[config.mk]
export PLATFORM = sky130hd
export DESIGN_NAME = tsdm_mod
export DESIGN_NICKNAME = d
export VERILOG_FILES = /design/src/rtl/tsdm_pkg.sv /design/src/rtl/tsdm_integ.sv /design/src/rtl/tsdm_quant.sv /design/src/rtl/tsdm_mod.sv
export SDC_FILE = /design/constraint.sdc
export NUM_CORES = 1
export LEC_CHECK = 0
export CORE_UTILIZATION = 37
export DETAILED_ROUTE_END_ITERATION = 6
export DONT_BUFFER_PORTS = 1
export GPL_ROUTABILITY_DRIVEN = 0
export HOLD_SLACK_MARGIN = 0.15
export SYNTH_ARGS = -nofsm -noshare
export SYNTH_HDL_FRONTEND = slang
export SYNTH_SLANG_ARGS = --single-unit
[constraint.sdc]
create_clock -name clk -period 12.56 [get_ports clk]
set_input_delay 1.256 -clock clk [delete_from_list [all_inputs] [get_ports clk]]
set_output_delay 1.256 -clock clk [all_outputs]
set_load 0.01 [all_outputs]
[src/rtl/tsdm_pkg.sv]
package tsdm_pkg;
    // Ternary symbol, two's complement on two bits
    typedef enum logic [1:0] {
        SYM_ZERO = 2'b00,
        SYM_POS  = 2'b01,
        SYM_NEG  = 2'b11
    } sym_e;
endpackage

[src/rtl/tsdm_integ.sv]
module tsdm_integ #(
    parameter int IW = 20
) (
    input  logic                 clk,
    input  logic                 rst_n,
    input  logic                 en,
    input  logic signed [IW-1:0] add_term,
    input  logic signed [IW-1:0] fb,
    output logic signed [IW-1:0] acc_d,
    output logic signed [IW-1:0] acc_q
);
    localparam int EW = IW + 2;
    localparam logic signed [EW-1:0] HI = {3'b000, {(IW-1){1'b1}}};
    localparam logic signed [EW-1:0] LO = {3'b111, {(IW-1){1'b0}}};

    logic signed [EW-1:0] sum;

    // Widened sum, then clamp to the IW-bit signed range
    always_comb begin
        sum = {{2{acc_q[IW-1]}}, acc_q}
            + {{2{add_term[IW-1]}}, add_term}
            - {{2{fb[IW-1]}}, fb};
        if (sum > HI)
            acc_d = HI[IW-1:0];
        else if (sum < LO)
            acc_d = LO[IW-1:0];
        else
            acc_d = sum[IW-1:0];
    end

    always_ff @(posedge clk) begin
        if (!rst_n)
            acc_q <= '0;
        else if (en)
            acc_q <= acc_d;
    end

    AST_HOLD_WHEN_IDLE: assert property (@(posedge clk) disable iff (!rst_n)
        !en |=> $stable(acc_q));

    AST_NO_WRAP_UP: assert property (@(posedge clk) disable iff (!rst_n)
        (en && acc_q > 0 && add_term >= fb) |=> (acc_q >= $past(acc_q)));

    AST_NO_WRAP_DOWN: assert property (@(posedge clk) disable iff (!rst_n)
        (en && acc_q < 0 && add_term <= fb) |=> (acc_q <= $past(acc_q)));
endmodule

[src/rtl/tsdm_quant.sv]
module tsdm_quant
    import tsdm_pkg::*;
#(
    parameter int IW      = 20,
    parameter int FS_LOG2 = 14
) (
    input  logic signed [IW-1:0] level,
    output sym_e                 sym
);
    localparam logic signed [IW-1:0] HALF = IW'(2 ** (FS_LOG2 - 1));

    always_comb begin
        if (level > HALF)
            sym = SYM_POS;
        else if (level < -HALF)
            sym = SYM_NEG;
        else
            sym = SYM_ZERO;
    end
endmodule

[src/rtl/tsdm_mod.sv]
module tsdm_mod
    import tsdm_pkg::*;
#(
    parameter int DW      = 16,
    parameter int GUARD   = 4,
    parameter int FS_LOG2 = 14
) (
    input  logic                 clk,
    input  logic                 rst_n,
    input  logic                 in_valid,
    input  logic signed [DW-1:0] in_sample,
    output logic                 out_valid,
    output logic [1:0]           out_sym
);
    localparam int IW = DW + GUARD;
    localparam logic signed [IW-1:0] FS_V = IW'(2 ** FS_LOG2);
    localparam logic signed [IW-1:0] HALF = IW'(2 ** (FS_LOG2 - 1));

    sym_e                 sym_q;
    sym_e                 sym_nx;
    sym_e                 q_sym;
    logic signed [IW-1:0] fb;
    logic signed [IW-1:0] x_ext;
    logic signed [IW-1:0] i1_d, i1_q;
    logic signed [IW-1:0] i2_d, i2_q;
    logic                 vld_q;

    assign x_ext = {{GUARD{in_sample[DW-1]}}, in_sample};

    // First integrator: sample minus feedback
    tsdm_integ #(.IW(IW)) u_int1 (
        .clk      (clk),
        .rst_n    (rst_n),
        .en       (in_valid),
        .add_term (x_ext),
        .fb       (fb),
        .acc_d    (i1_d),
        .acc_q    (i1_q)
    );

    // Second integrator: updated first integrator minus feedback
    tsdm_integ #(.IW(IW)) u_int2 (
        .clk      (clk),
        .rst_n    (rst_n),
        .en       (in_valid),
        .add_term (i1_d),
        .fb       (fb),
        .acc_d    (i2_d),
        .acc_q    (i2_q)
    );

    tsdm_quant #(.IW(IW), .FS_LOG2(FS_LOG2)) u_quant (
        .level (i2_d),
        .sym   (q_sym)
    );

    // State register of the quantizer
    always_ff @(posedge clk) begin
        if (!rst_n) begin
            sym_q <= SYM_ZERO;
            vld_q <= 1'b0;
        end else begin
            sym_q <= sym_nx;
            vld_q <= in_valid;
        end
    end

    // Next state and feedback from the current state
    always_comb begin
        sym_nx = in_valid ? q_sym : sym_q;
        unique case (sym_q)
            SYM_POS:  fb = FS_V;
            SYM_NEG:  fb = -FS_V;
            default:  fb = '0;
        endcase
    end

    assign out_valid = vld_q;
    assign out_sym   = sym_q;

    AST_VALID_FOLLOWS: assert property (@(posedge clk) disable iff (!rst_n)
        in_valid |=> out_valid);
    AST_NO_SPURIOUS_VALID: assert property (@(posedge clk) disable iff (!rst_n)
        !in_valid |=> !out_valid);
    AST_SYM_LEGAL: assert property (@(posedge clk) disable iff (!rst_n)
        out_sym != 2'b10);
    AST_POS_ABOVE: assert property (@(posedge clk) disable iff (!rst_n)
        (sym_q == SYM_POS) |-> (i2_q > HALF));
    AST_NEG_BELOW: assert property (@(posedge clk) disable iff (!rst_n)
        (sym_q == SYM_NEG) |-> (i2_q < -HALF));
    AST_ZERO_INSIDE: assert property (@(posedge clk) disable iff (!rst_n)
        (sym_q == SYM_ZERO) |-> (i2_q <= HALF && i2_q >= -HALF));
    AST_SYM_HOLD: assert property (@(posedge clk) disable iff (!rst_n)
        !in_valid |=> $stable(out_sym));
endmodule

== Word level (Yosys, flattened, before mapping) ==
Index checks and enable logic that the tools add are counted.
Cells by class
  add/subtract/negate cells: 4
  $mul: 0
  div/mod/pow operators: 0
  magnitude comparators: 6
  eq/ne operators: 2
  shifts and indexed selects: 0
  multiplexer cells: 7
  bitwise operators: 0
  reductions and logical operators: 0
Operators with widths (count)
  $mux 20: 4
  $gt 22x20->1 const B: 2
  $lt 22x20->1 const B: 2
  $sub 22x22->22: 2
  $pmux 20 s2: 1
  $add 20x16->21: 1
  $add 20x20->21: 1
  $gt 20x15->1 const B: 1
  $lt 20x14->1 const B: 1
  $mux 2: 2
  $eq 2x1->1 const B: 1
  $eq 2x2->1 const B: 1
Word-level totals
  flip-flop bits (word level): 43
  latch bits: 0
  memory bits (writable): 0
  memory bits (read-only): 0
  input bits: 19
  word-level logic and storage cells: 23
  memories kept: 0

== Logic depth before layout (Yosys ltp) ==
  depth after elaboration: 14
  mapped depth: 41
  depth with buffers taken out: 40

== Hierarchy ==
A second synthesis with hierarchy kept.
Unflattened totals
  cells, all modules: 775
  area total of the unflattened synthesis: 6027.0 um^2
Modules (own cells, without submodules)
  tsdm_integ at u_int1: instances 1, cells an instance 397, area an instance 3005.4 um^2
  tsdm_integ at u_int2: instances 1, cells an instance 353, area an instance 2825.2 um^2
  tsdm_mod: instances 1, cells an instance 11, area an instance 113.9 um^2
  tsdm_quant: instances 1, cells an instance 14, area an instance 82.6 um^2

== Least setup slack after synthesis ==
Ideal clock, no wire load.
  path kind: in2reg
  start point: in in_sample[0]
  end point: reg sym_q[0], in the netlist out_sym[0]
  setup time: 0.123 ns
  data arrival time: 8.986 ns
  path slack: 3.450 ns
  stages: 40
  path through: ha_1 > inv_1 > fa_1 > nor2b_1 > o21ai_1 > a21boi_1 > o221ai_1 > a21oi_1 > a21o_1 > a21oi_1 > xor2_1 > ha_1 > fa_1 > nor2b_1 > o21ai_1 > a21boi_1 > o21ai_1 > and3_1 > [4 not listed] > ha_1 > a21o_1 > a221oi_2 > a211oi_1 > o41ai_2 > a21oi_1 > or3_1 > a21oi_2 > xnor2_1 > ha_1 > o21ai_1 > a21o_1 > a211oi_1 > o21ai_1 > a2111oi_1 > or3b_1 > o21ai_1 > o22ai_1
Between the ends
  cells in the longest elaborated chain, start to end: 13
  elaborated cells on any way between the ends: 16
RTL lines
  start: declaration: line tsdm_mod.sv:11  | input logic signed [DW-1:0] in_sample,
  $add 20x16->21 (*): line tsdm_integ.sv:21  | + {{2{add_term[IW-1]}}, add_term}
  $sub 22x22->22 (*): line tsdm_integ.sv:22  | - {{2{fb[IW-1]}}, fb};
  $lt 22x20->1: line tsdm_integ.sv:25  | else if (sum < LO)
  $mux 20: line tsdm_integ.sv:25
  $mux 20 (*): line tsdm_integ.sv:23  | if (sum > HI)
  net i1_d[4]: line tsdm_mod.sv:24  | logic signed [IW-1:0] i1_d, i1_q;
  $add 20x20->21 (*): line tsdm_integ.sv:21
  $sub 22x22->22 (*): line tsdm_integ.sv:22
  $lt 22x20->1: line tsdm_integ.sv:25
  $mux 20: line tsdm_integ.sv:25
  $mux 20 (*): line tsdm_integ.sv:23
  $lt 20x14->1: line tsdm_quant.sv:15  | else if (level < -HALF)
  $mux 2: line tsdm_quant.sv:15
  $mux 2 (*): line tsdm_quant.sv:13  | if (level > HALF)
  end signal: assignment: line tsdm_mod.sv:63  | sym_q <= sym_nx;
  end: declaration: line tsdm_mod.sv:19  | sym_e sym_q;
The timed path passes the listed nets; every way through them passes the cells marked *.
A chain may end at the register's enable or synchronous reset.

== Worst setup path after layout ==
Ends and elaborated chain as after synthesis.

==> impl_metrics.csv <==
group,metric,value,unit
clock_tree,cts_made_buffers,5,
sta,clock_skew,0.00931,ns
clock_tree,cts_max_level,2,
clock_tree,clock_sinks,43,
finish,nFillCells,1165,
floorplan,rows,38,
clock_tree,cts_buffer_depth,2,
critical_path,cp-start-kind,"input pin",
sta,rsz0062_at_grt,"false",
critical_path,slowest_stage,"a2111oi_1",
drt,ant_nets,0,
synthesis,ys_seq_area_share,20.1,%
sta,finalCriticalPeriod,10.02,ns
synthesis,async_flop_share,0,%
finish,num_antenna_cells,0,
critical_path,cp-end-kind,"flop",
drt,drt_first_pass_iters,4,
finish,mostFrequentLayoutCells,"58 x a21oi_1, 54 x ha_1, 50 x nor2_1",
floorplan,dieArea,0.0120,mm^2
global_routing,use_met2,33.3,%
placement,hpwl,8190,um
global_routing,use_met1,24.6,%
finish,final_nets,634,
synthesis,synth_edf_count,0,
synthesis,netlist_instances,567,
synthesis,ys.flop_type,"dfxtp_1",
clock_tree,cts_resized,0,
drt,drc,0,
sta,worstMarginPinSlew,0.660,ns
clock_tree,cts_setup_buffers,0,
synthesis,syn_area_per_cell,7.56,um^2
global_routing,grt.busiest_layer,"met2",
floorplan,die_h,110,um
clock_tree,clock_latency,0.29,ns
min_path,hold_path_depth,2,
drt,drt_iter0_markers,181,
synthesis,syn_area,0.00429,mm^2
finish,stdcell_area,0.00456,mm^2
drt,routedWlPerCell,15.7,um
global_routing,grt_pass1_vias,3827,
critical_path,r2r_slack,3.16,ns
critical_path,worstReg2RegStart,"u_int1.acc_q[0]",
sta,slew_violations,0,
min_path,hold_path_class,"flop to flop",
global_routing,grt_max_degree,51,
sta,tns,0,ns
critical_path,cp.required,12.72,ns
floorplan,coreArea,0.0111,mm^2
job,drv_cap,0,
floorplan,ioPinCount,22,
sta,max_freq,99.8,MHz
drt,vias,3998,
critical_path,path_class,"input pin to flop",
global_routing,grt_pass1_wl,18300,um
finish,drive_gt1_share,3.76,%
floorplan,die_w,110,um
global_routing,grt_antenna_before_repair,0,
synthesis,synth_nets,644,
min_path,hold_start,"u_int2.acc_q[14]",
status,status,"finished clean",
finish,mostFrequentLayoutCell,"a21oi_1",
synthesis,ys_ff_latch,43,
critical_path,cp.arrival,10.18,ns
placement,io_buffers,0,
placement,place_area,0.00442,mm^2
finish,area_delta_synth_final,6.36,%
drt,viasPerCell,5.73,
clock_tree,path_clk_slew,0.06,ns
critical_path,crit_fanout,16,
sta,setup_viol,0,
clock_tree,root_buffer,"clkbuf_16",
synthesis,synth_cell_types,65,
critical_path,slowest_delay,0.56,ns
drt,drt-total-wl,11000,um
global_routing,grt_usage,19.2,%
min_path,min_to,"u_int2.acc_q[14]",
sta,period_share,79.8,%
clock_tree,cts.hold.buffers_added,0,
sta,maxSlewHeadroom,55.9,%
floorplan,start_util,38.7,%
critical_path,reg2regPathDepth,41,
global_routing,grt.met3_usage,3.14,%
critical_path,crit_top_cell,"o21ai_1",
global_routing,overflow,0,
sta,hold_viol_final,0,
clock_tree,tritoncts,"yes",
critical_path,reg2reg_to,"out_sym[0]",
synthesis,yosys_warnings,0,
==> per-stage QoR <==
stage                     instances  utilization (%)  hold WS, ns  setup slack [ns]
after floorplan                 567                -        0.451              3.45
after global placement          690             39.9        0.462              2.68
after detailed placement        690             39.9        0.465              2.36
after CTS                       698             41.2        0.478              2.61
after global routing            698             41.2        0.503              1.57
final                           698             41.2        0.476              2.54
==> layer usage <==
layer	wire (um)	vias up
li1	-	2056
met1	5230	1875
met2	5200	59
met3	432	8
met4	98	0
met5	0	-
==> how the worst max path moves through the flow <==
stage	from	end	slack, ns	depth (start not counted)
floorplan	in_sample[0]	out_sym[0]	3.45	40
global placement	in_sample[0]	out_sym[0]	2.68	41
detailed placement	in_sample[0]	out_sym[0]	2.36	41
CTS	in_sample[0]	out_sym[0]	2.61	41
global route	in_sample[0]	out_sym[0]	1.57	39
finish	in_sample[0]	out_sym[0]	2.54	41
==> synth_stat cells, drive strengths merged, types with 3 or more instances <==
cell,count,share of area (%)
o21ai,62,7.2
a21oi,59,7.0
ha,54,16
nor2,50,4.4
dfxtp,43,20
nand2,39,3.4
inv,35,3.1
xnor2,23,4.7
clkbuf,20,1.8
a211oi,14,2.5
a21o,12,2.1
nor3,11,1.3
a21boi,10,1.8
and3,9,1.3
o21a,9,1.6
xor2,9,1.8
nand2b,8,1.2
o22ai,8,1.2
nand3,7,0.82
o31ai,7,1.3
or3,7,1.0
nand3b,5,0.88
nor2b,5,0.73
o211ai,5,0.88
and2,4,0.58
fa,4,1.9
o21bai,4,0.70
a2111oi,3,0.79
a31oi,3,0.44
nand4,3,0.44
nor4,3,0.58
==> critical path: cells and delay by family <==
| kind | cells | cell delay [ns] |
|---|---|---|
| AOI/OAI and AO/OA | 23 | 4.68 |
| xor gates and xnor gates | 2 | 0.23 |
| adders and majority gates | 7 | 2.15 |
| buffers and inverters | 2 | 0.26 |
| and+or+nand+nor | 7 | 1.60 |
==> cells by family after synthesis <==
logic type                 count (synthesis)  synth area share (%)
AOI/OAI and AO/OA                        217                  32.3
and+or+nand+nor                          160                  18.3
adders and majority gates                 58                  17.6
buffers and inverters                     56                  4.93
DFF                                       43                  20.1
xor gates and xnor gates                  32                  6.54
muxes                                      1                 0.233
==> sequential cells by signal, indices dropped and copies added, names as in the netlist <==
signal / count
out_sym: 2
u_int2.acc_q: 20
u_int1.acc_q: 20
out_valid: 1
==> area by class of cell <==
type | instances | area (um^2) | area share [%]
clock buffer | 6 | 129 | 2.83
clock inverter | 2 | 12.5 | 0.274
inverter | 35 | 131 | 2.88
multi-input combinational | 468 | 3220 | 70.6
sequential | 43 | 861 | 18.9
tap | 140 | 175 | 3.84
timing repair buffer | 4 | 30.0 | 0.658
Power is left out: the tool's default activity adds up to more than one toggle a clock period on the data nets, which glitch-free logic cannot reach.
